**config.mk**
```make
export PLATFORM = sky130hd
export DESIGN_NAME = xbus_ctrl
export DESIGN_NICKNAME = d
export VERILOG_FILES = /design/src/rtl/xbus_pkg.sv /design/src/rtl/xbus_cfg.sv /design/src/rtl/xbus_ctrl_fsm.sv /design/src/rtl/xbus_datapath.sv /design/src/rtl/xbus_ctrl.sv
export SDC_FILE = /design/constraint.sdc
export NUM_CORES = 1
export LEC_CHECK = 0
export CAP_MARGIN = 40
export CELL_PAD_IN_SITES_DETAIL_PLACEMENT = 0
export CELL_PAD_IN_SITES_GLOBAL_PLACEMENT = 1
export CORE_ASPECT_RATIO = 0.9
export CORE_MARGIN = 8
export CORE_UTILIZATION = 32
export DETAILED_ROUTE_END_ITERATION = 7
export PLACE_DENSITY = 0.81
export SYNTH_ARGS = -nofsm -noshare
export SYNTH_HDL_FRONTEND = slang
export SYNTH_SLANG_ARGS = --single-unit
```
**constraint.sdc**
```tcl
create_clock -name clk -period 1.96 [get_ports clk]
set_input_delay 0.49 -clock clk [delete_from_list [all_inputs] [get_ports clk]]
set_output_delay 0.49 -clock clk [all_outputs]
set_load 0.02 [all_outputs]
```
**src/rtl/xbus_pkg.sv**
```systemverilog
package xbus_pkg;

  localparam int REG_W   = 8;
  localparam int LIMIT_W = 3;
  localparam int CODE_W  = 2;
  localparam int CNT_W   = 3;

  typedef enum logic [1:0] {
    ST_IDLE,
    ST_ADDR,
    ST_STRB,
    ST_TAIL
  } busState_e;

  // strobes from control to datapath
  typedef struct packed {
    logic accept;      // request taken at this edge
    logic inAddr;      // first period: address out, latch strobe
    logic inStrobe;    // read or write strobe active
    logic strobeEnd;   // last strobe cycle
    logic lastPeriod;  // final period of the access
    logic isWrite;     // direction of the running access
  } busCtl_t;

  // strobe length in cycles for a wait code
  function automatic logic [CNT_W-1:0] strobeCycles(input logic [CODE_W-1:0] code);
    case (code)
      2'b00:   strobeCycles = 3'd2;
      2'b01:   strobeCycles = 3'd3;
      default: strobeCycles = 3'd4;
    endcase
  endfunction

  // trailing periods after the strobe for a wait code
  function automatic logic [CNT_W-1:0] tailCycles(input logic [CODE_W-1:0] code);
    tailCycles = (code == 2'b11) ? 3'd2 : 3'd1;
  endfunction

endpackage

```
**src/rtl/xbus_cfg.sv**
```systemverilog
module xbus_cfg
  import xbus_pkg::*;
#(
  parameter int ADDR_W = 16
) (
  input  logic                clk,
  input  logic                rstN,
  input  logic                cfgWrA,
  input  logic                cfgWrB,
  input  logic [REG_W-1:0]    cfgWdata,
  input  logic                legacyMode,
  input  logic [ADDR_W-1:0]   reqAddr,
  output logic [REG_W-1:0]    cfgRdA,
  output logic [REG_W-1:0]    cfgRdB,
  output logic                enable,
  output logic [CODE_W-1:0]   waitCode
);

  localparam int LOW_W = ADDR_W - LIMIT_W;

  logic               enBit;
  logic               upWaitHi;
  logic               upWaitLo;
  logic [CODE_W-1:0]  loWait;
  logic [LIMIT_W-1:0] limit;
  logic [ADDR_W-1:0]  boundary;
  logic               isUpper;

  always_ff @(posedge clk) begin
    if (!rstN) begin
      enBit    <= 1'b0;
      upWaitHi <= 1'b0;
    end else if (cfgWrA) begin
      enBit    <= cfgWdata[7];
      upWaitHi <= cfgWdata[6];
    end
  end

  always_ff @(posedge clk) begin
    if (!rstN) begin
      limit    <= '0;
      loWait   <= '0;
      upWaitLo <= 1'b0;
    end else if (cfgWrB) begin
      limit    <= cfgWdata[6:4];
      loWait   <= cfgWdata[3:2];
      upWaitLo <= cfgWdata[1];
    end
  end

  assign cfgRdA = {enBit, upWaitHi, 6'b000000};
  assign cfgRdB = {1'b0, limit, loWait, upWaitLo, 1'b0};
  assign enable = enBit;

  // boundary is the limit placed in the top address bits
  assign boundary = {limit, {LOW_W{1'b0}}};
  assign isUpper  = (reqAddr >= boundary);

  always_comb begin
    if (legacyMode)
      waitCode = {1'b0, upWaitHi};
    else if (isUpper)
      waitCode = {upWaitHi, upWaitLo};
    else
      waitCode = loWait;
  end

endmodule

```
**src/rtl/xbus_ctrl_fsm.sv**
```systemverilog
module xbus_ctrl_fsm
  import xbus_pkg::*;
(
  input  logic              clk,
  input  logic              rstN,
  input  logic              reqValid,
  input  logic              reqWrite,
  input  logic              enable,
  input  logic [CODE_W-1:0] waitCode,
  output busCtl_t           ctl,
  output logic              stall
);

  busState_e         state;
  logic [CNT_W-1:0]  cnt;
  logic [CODE_W-1:0] codeLat;
  logic              wrLat;
  logic              accept;

  assign accept = (state == ST_IDLE) && reqValid && enable;

  always_ff @(posedge clk) begin
    if (!rstN) begin
      state   <= ST_IDLE;
      cnt     <= '0;
      codeLat <= '0;
      wrLat   <= 1'b0;
    end else begin
      case (state)
        ST_IDLE: begin
          if (accept) begin
            state   <= ST_ADDR;
            codeLat <= waitCode;
            wrLat   <= reqWrite;
          end
        end
        ST_ADDR: begin
          state <= ST_STRB;
          cnt   <= strobeCycles(codeLat) - 3'd1;
        end
        ST_STRB: begin
          if (cnt == '0) begin
            state <= ST_TAIL;
            cnt   <= tailCycles(codeLat) - 3'd1;
          end else begin
            cnt <= cnt - 3'd1;
          end
        end
        ST_TAIL: begin
          if (cnt == '0)
            state <= ST_IDLE;
          else
            cnt <= cnt - 3'd1;
        end
        default: state <= ST_IDLE;
      endcase
    end
  end

  always_comb begin
    ctl.accept     = accept;
    ctl.inAddr     = (state == ST_ADDR);
    ctl.inStrobe   = (state == ST_STRB);
    ctl.strobeEnd  = (state == ST_STRB) && (cnt == '0);
    ctl.lastPeriod = (state == ST_TAIL) && (cnt == '0);
    ctl.isWrite    = wrLat;
  end

  assign stall = (state != ST_IDLE);

endmodule

```
**src/rtl/xbus_datapath.sv**
```systemverilog
module xbus_datapath
  import xbus_pkg::*;
#(
  parameter int ADDR_W = 16,
  parameter int DATA_W = 8
) (
  input  logic                     clk,
  input  logic                     rstN,
  input  busCtl_t                  ctl,
  input  logic [ADDR_W-1:0]        reqAddr,
  input  logic [DATA_W-1:0]        reqWdata,
  input  logic                     keeperOn,
  input  logic                     nextIsMem,
  input  logic [DATA_W-1:0]        adIn,
  output logic [DATA_W-1:0]        rdData,
  output logic [ADDR_W-DATA_W-1:0] addrHi,
  output logic [DATA_W-1:0]        adOut,
  output logic                     adOe,
  output logic                     ale,
  output logic                     rdN,
  output logic                     wrN
);

  localparam int HI_W = ADDR_W - DATA_W;

  logic [DATA_W-1:0] addrLo;
  logic [DATA_W-1:0] wdataReg;
  logic [DATA_W-1:0] holdReg;
  logic [HI_W-1:0]   hiReg;
  logic [DATA_W-1:0] rdReg;

  // capture the request at acceptance
  always_ff @(posedge clk) begin
    if (!rstN) begin
      addrLo   <= '0;
      hiReg    <= '0;
      wdataReg <= '0;
    end else if (ctl.accept) begin
      addrLo   <= reqAddr[DATA_W-1:0];
      hiReg    <= reqAddr[ADDR_W-1:DATA_W];
      wdataReg <= reqWdata;
    end
  end

  // read sample and pin hold value at the end of the strobe
  always_ff @(posedge clk) begin
    if (!rstN) begin
      rdReg   <= '0;
      holdReg <= '0;
    end else if (ctl.strobeEnd) begin
      if (!ctl.isWrite)
        rdReg <= adIn;
      if (keeperOn)
        holdReg <= addrLo;
      else if (ctl.isWrite)
        holdReg <= wdataReg;
      else
        holdReg <= adIn;
    end
  end

  always_comb begin
    if (ctl.inAddr)
      adOut = addrLo;
    else if (ctl.inStrobe && ctl.isWrite)
      adOut = wdataReg;
    else
      adOut = holdReg;
  end

  assign adOe   = ctl.inAddr || (ctl.inStrobe && ctl.isWrite);
  assign ale    = ctl.inAddr || (ctl.lastPeriod && nextIsMem);
  assign rdN    = !(ctl.inStrobe && !ctl.isWrite);
  assign wrN    = !(ctl.inStrobe && ctl.isWrite);
  assign rdData = rdReg;
  assign addrHi = hiReg;

endmodule

```
**src/rtl/xbus_ctrl.sv**
```systemverilog
module xbus_ctrl
  import xbus_pkg::*;
#(
  parameter int ADDR_W = 16,
  parameter int DATA_W = 8
) (
  input  logic                     clk,
  input  logic                     rstN,
  input  logic                     cfgWrA,
  input  logic                     cfgWrB,
  input  logic [REG_W-1:0]         cfgWdata,
  output logic [REG_W-1:0]         cfgRdA,
  output logic [REG_W-1:0]         cfgRdB,
  input  logic                     legacyMode,
  input  logic                     keeperOn,
  input  logic                     reqValid,
  input  logic                     reqWrite,
  input  logic [ADDR_W-1:0]        reqAddr,
  input  logic [DATA_W-1:0]        reqWdata,
  input  logic                     nextIsMem,
  output logic [DATA_W-1:0]        rdData,
  output logic                     stall,
  output logic                     busActive,
  output logic [ADDR_W-DATA_W-1:0] addrHi,
  output logic [DATA_W-1:0]        adOut,
  output logic                     adOe,
  input  logic [DATA_W-1:0]        adIn,
  output logic                     ale,
  output logic                     rdN,
  output logic                     wrN
);

  logic              enable;
  logic [CODE_W-1:0] waitCode;
  busCtl_t           ctl;

  xbus_cfg #(.ADDR_W(ADDR_W)) cfg_i (
    .clk        (clk),
    .rstN       (rstN),
    .cfgWrA     (cfgWrA),
    .cfgWrB     (cfgWrB),
    .cfgWdata   (cfgWdata),
    .legacyMode (legacyMode),
    .reqAddr    (reqAddr),
    .cfgRdA     (cfgRdA),
    .cfgRdB     (cfgRdB),
    .enable     (enable),
    .waitCode   (waitCode)
  );

  xbus_ctrl_fsm fsm_i (
    .clk      (clk),
    .rstN     (rstN),
    .reqValid (reqValid),
    .reqWrite (reqWrite),
    .enable   (enable),
    .waitCode (waitCode),
    .ctl      (ctl),
    .stall    (stall)
  );

  xbus_datapath #(.ADDR_W(ADDR_W), .DATA_W(DATA_W)) dp_i (
    .clk       (clk),
    .rstN      (rstN),
    .ctl       (ctl),
    .reqAddr   (reqAddr),
    .reqWdata  (reqWdata),
    .keeperOn  (keeperOn),
    .nextIsMem (nextIsMem),
    .adIn      (adIn),
    .rdData    (rdData),
    .addrHi    (addrHi),
    .adOut     (adOut),
    .adOe      (adOe),
    .ale       (ale),
    .rdN       (rdN),
    .wrN       (wrN)
  );

  assign busActive = enable;

endmodule

```
Yosys cells after proc, flatten, opt, wreduce, memory -nomap -nowiden
Index checks and enable logic that the tools add are counted.

Flip-flop bits (word level): 56. Input port bits: 49. Output and inout port bits: 46. Word-level logic and storage cells: 66.

$add $sub $neg: 3. Order comparisons: 1. Eq/ne operators: 9. Muxes and demuxes: 17. Bitwise operators: 1. Reduce and logical (&&, ||, !) cells: 21.

Operator list (number): two-way mux 8 bit (4); greater-or-equal comparator 16 bit (1); two-way mux 2 bit (6); two-way mux 3 bit (4); case mux 3 bit (3 select lines) (1); subtractor 3 x 1 -> 3 bit, second input constant (3); case mux 2 bit (4 select lines) (1); logical AND 1 bit (7); == test 2 bit, second input constant (3); case mux 3 bit (2 select lines) (1); AND reduction 2 bit (3); == test 2 x 1 -> 1 bit, second input constant (2); zero test 2 bit (2); inequality test 2 x 1 -> 1 bit, second input constant (2); inequality test 2 bit, second input constant (2); zero test 1 bit (3); zero test 3 bit (1); AND reduction 3 bit (1); nonzero test 3 bit (1); logical OR 1 bit (2); nonzero test 2 bit (1); NOT 1 bit (1).

Logic depth before layout (Yosys ltp)
Depth after elaboration: 6. Gate-level depth with buffers: 8.

Hierarchy
Synthesis repeated with hierarchy kept, for this count alone.

Cell total of the unflattened synthesis: 298. Area total of the unflattened synthesis: 2962.8 µm².

By module, submodules not included: xbus_datapath (times used 1, cells an instance 180, area an instance 1859.3 µm²); xbus_cfg (times used 1, cells an instance 59, area an instance 555.5 µm²); xbus_ctrl_fsm (times used 1, cells an instance 59, area an instance 548.0 µm²).

Worst setup path after synthesis
OpenSTA, ideal clock, no wires.

Kind: register to output. Start: reg fsm_i.state[0]. End: out adOut[0]. Arrival time: 1634 ps. Slack: -164 ps. Cell stages (with the launch flop): 7. Path buffers: 1. Path through: dfxtp_1 -> inv_1 -> ha_1 -> buf_4 -> nand2_2 -> mux2i_1 -> o21ai_0.

Word-level cells in the longest chain between the ends: 4. Elaborated cells on any way between the ends: 5.

RTL lines: start, declared (line xbus_ctrl_fsm.sv:14) `busState_e state;`; start signal, assigned (line xbus_ctrl_fsm.sv:24) `state <= ST_IDLE;`; start signal, assigned (line xbus_ctrl_fsm.sv:32) `state <= ST_ADDR;`; start signal, assigned (line xbus_ctrl_fsm.sv:38) `state <= ST_STRB;`; == test 2 bit (line xbus_ctrl_fsm.sv:63) `ctl.inStrobe = (state == ST_STRB);`; logical AND 1 bit (line xbus_datapath.sv:65) `else if (ctl.inStrobe && ctl.isWrite)`; two-way mux 8 bit (line xbus_datapath.sv:65); two-way mux 8 bit * (line xbus_datapath.sv:63) `if (ctl.inAddr)`; end, declared (line xbus_ctrl.sv:25) `output logic [DATA_W-1:0] adOut,`.

Every way passes the cells marked *; elsewhere a longest branch is shown, timed or not.

Worst setup path after layout
Start: reg fsm_i.state[1]. End: out adOut[3].

Same word-level chain as after synthesis.

==> flow_metrics.py <==
metrics = {
    "setup_path": {
        "critPathLaunch": "fsm_i.state[1]",
        "critPathMaxStageDelay_ps": 390,
        "path_cells": "ha_4, nand2_4, buf_6, mux2i_4, o21ai_2, buf_6",
        "endpoint": "adOut[3]",
        "end_kind": "output port",
        "critPathArrivalTime_ps": 1510,
        "rr_worst_depth": 8,
        "slowest_stage": "dfxtp_4",
        "r2r-end": "fsm_i.state[1]",
        "path_class": "reg -> out",
        "reg2reg_slack_ps": 240,
        "cpMostUsedCell": "buf_6",
        "cp_max_fo": 5,
        "critPathLaunchType": "register",
        "cp.required_ps": 1470,
        "timing.rr.start": "fsm_i.state[0]",
    },
    "clock_network": {
        "path_clk_slew_ps": 100,
        "worstSkewPairLatency_ps": 300,
        "cts-root-buf": "clkbuf_8",
        "post_cts_buffers": 0,
        "clockBufferDepth": 2,
        "cts_tree": "done",
        "cts_max_level": 2,
        "cts-hold-fix-buffers": 0,
        "clock-sinks": 56,
        "cts_buffers": 5,
    },
    "finish": {
        "layout_commonest_cell": "nand2_1",
        "layout_common_cells": "nand2_1 (93), clkdlybuf4s50_1 (72), dfxtp_1 (53)",
        "nets": 499,
        "multi_input_area_um2": 1551,
        "area_delta_synth_final_pct": 44.51,
        "design_area_um2": 4021,
        "register_area_um2": 1127,
        "fillCellCount": 884,
        "drive_gt1_frac": 0.1614,
        "n_antenna_cell": 0,
    },
    "timing": {
        "finalSetupViolations": 8,
        "fin_ws_ps": -42.16,
        "tightest_slew_ps": 533.7,
        "hold_violations": 0,
        "finalCriticalPeriod_ps": 2002,
        "maxSlewHeadroom": 0.6429,
        "slew_violations": 0,
        "finClkSkew_ps": 11.43,
        "grt_setup_unrepaired": "yes",
        "max_freq_mhz": 499.5,
        "period_share": 1.022,
    },
    "floorplan": {
        "initial_core_util": 0.3263,
        "coreArea_um2": 8528,
        "die_y_um": 104.5,
        "rows": 32,
        "dieArea_um2": 11940,
        "die_w_um": 114.3,
        "ioPinCount": 95,
    },
    "hold_path": {
        "hold_path_class": "reg -> reg",
    },
    "global_route": {
        "antenna_found_initial": 0,
        "use_met3": 0.04991,
        "grt_overflow_total": 0,
        "grt_pass1_wl_mm": 12.99,
        "first_global_vias": 2593,
        "top_usage_layer": "met2",
        "grt_max_degree": 54,
        "track_usage": 0.1318,
        "gr-usage-met2": 0.1963,
        "grtUsageMet1": 0.1743,
    },
    "yosys": {
        "synth.distinct_cells": 42,
        "ys.flop_type": "dfxtp_1",
        "ys_seq_area_frac": 0.4029,
        "yosysTopAreaCellShare": 0.4029,
        "syn_area_um2": 2783,
        "synth_area_per_cell_um2": 8.066,
        "ys_top_cells_by_area": "dfxtp_1 (40%), nand2_1 (13%), mux2i_1 (9.0%)",
        "syn_inst": 345,
        "ys_warn_count": 0,
        "synth-edff-count": 0,
        "synth_top_cell_by_area": "dfxtp_1",
        "ys_ff_latch": 56,
        "ys_async_sr_fraction": 0,
    },
    "status": {
        "status": "complete, but fails checks",
        "violations": "negative setup slack",
    },
    "place": {
        "place_area_um2": 3881,
        "gp_congestion": 0.7564,
        "dp_hpwl_mm": 5.860,
        "pre_cts_ws_ps": -279.0,
        "io_buffers": 85,
    },
    "detailed_routing": {
        "firstDrtPassIters": 4,
        "wl_per_cell_um": 14.09,
        "antenna_left": 0,
        "via_per_inst": 4.678,
        "drc": 0,
        "vias": 2615,
        "routed_wl_mm": 7.879,
        "drt_iter0_markers": 111,
    },
    "power": {
        "power.density_nw_per_um2": 839.3,
        "p_leak_nw": 1.535,
        "ir_worst_vdd_uv": 315.9,
    },
    "job": {
        "cap_violations": 0,
    },
}
==> synth_stat cells (2+ instances only) <==
cell type,number
a21oi_1,46
and3_1,2
buf_1,3
buf_2,2
buf_4,15
clkbuf_1,9
dfxtp_1,56
ha_1,10
inv_1,9
mux2i_1,25
nand2_1,93
nand2b_1,4
nor2_1,13
nor4_1,2
o21a_1,2
o21ai_0,27
o311ai_0,2
==> power breakdown <==
part / internal (W) / switching (W)
clock network: 0.000244 / 0.000370
logic: 0.000698 / 0.000722
registers: 0.00125 / 0.0000869
total: 0.00220 / 0.00118
==> cell type report <==
| cell class | count | share of cell area |
|---|---|---|
| Clock buffer | 5 | 0.01711 |
| Inverter | 10 | 0.009334 |
| Multi-Input combinational cell | 256 | 0.3858 |
| Clock inverter | 2 | 0.003111 |
| Tap cell | 119 | 0.03703 |
| Sequential cell | 56 | 0.2803 |
| Timing Repair Buffer | 111 | 0.2673 |
==> metal layers <==
| metal | wire (µm) | up-vias |
|---|---|---|
| li1 | - | 1339 |
| met4 | 63 | 0 |
| met2 | 3402 | 73 |
| met1 | 3821 | 1197 |
| met5 | 0 | - |
| met3 | 592 | 6 |
==> sequential cells by signal (all words and copies together) (netlist names), 2 cells and up <==
name           flops
dp_i.rdData        8
cfg_i.loWait       2
dp_i.addrLo        8
cfg_i.limit        3
dp_i.wdataReg      8
fsm_i.state        2
fsm_i.cnt          3
dp_i.addrHi        8
fsm_i.codeLat      2
dp_i.holdReg       8
==> cell families (layout without fill, tap and decap cells) <==
| logic type | count (synthesis) | after routing | share of synthesized area |
|---|---|---|---|
| buffers and inverters | 40 | 128 | 0.07779 |
| AOI/OAI and AO/OA | 86 | 86 | 0.1772 |
| adders and majority gates | 10 | 10 | 0.04496 |
| DFF | 56 | 56 | 0.4029 |
| and+or+nand+nor | 127 | 127 | 0.2059 |
| muxes | 25 | 25 | 0.08993 |
| other | 1 | 8 | 0.001348 |
==> repair_timing <==
| item | 4_1_cts | 5_1_grt |
|---|---|---|
| gates resized for setup | 69 | 8 |
| setup endpoints to repair | 13 | 13 |
| pin swaps | 4 | 4 |
| gates cloned | 0 | 0 |
==> critical path, delay by kind of cell, from the launching register on <==
family	cells	cell delay [ps]
buffers and inverters	2	280
flip-flops	1	390
AND/OR/NAND/NOR	1	60
adder cells (fa/ha/maj)	1	150
AO/OA/AOI/OAI	1	150
multiplexers	1	180
==> stage by stage <==
step	total power, W	std cells	setup TNS (ps)	hold slack, ps	utilization
after detailed placement	0.002770	552	-2803	446.3	0.4551
after global routing	0.003586	559	-815.0	480.5	0.4715
final	0.003375	559	-110.4	462.1	0.4715
after CTS	0.003408	559	-222.1	459.8	0.4682
after global placement	0.002739	552	-2516	441.7	0.4551
after floorplan	0.002154	352	-47.70	436.0	-
==> worst min path at each step <==
stage                    start               to  slack (ps)  depth (start not counted)
6_report        dp_i.addrHi[1]   dp_i.addrHi[1]         460                          2
5_1_grt        dp_i.holdReg[5]  dp_i.holdReg[5]         480                          2
4_1_cts        dp_i.holdReg[4]  dp_i.holdReg[4]         460                          2
3_5_place_dp   dp_i.holdReg[4]  dp_i.holdReg[4]         450                          2
3_3_place_gp    dp_i.addrHi[2]   dp_i.addrHi[2]         440                          2
2_1_floorplan  dp_i.holdReg[0]  dp_i.holdReg[0]         440                          2
Note: power is estimated with default switching activity, not from simulation.
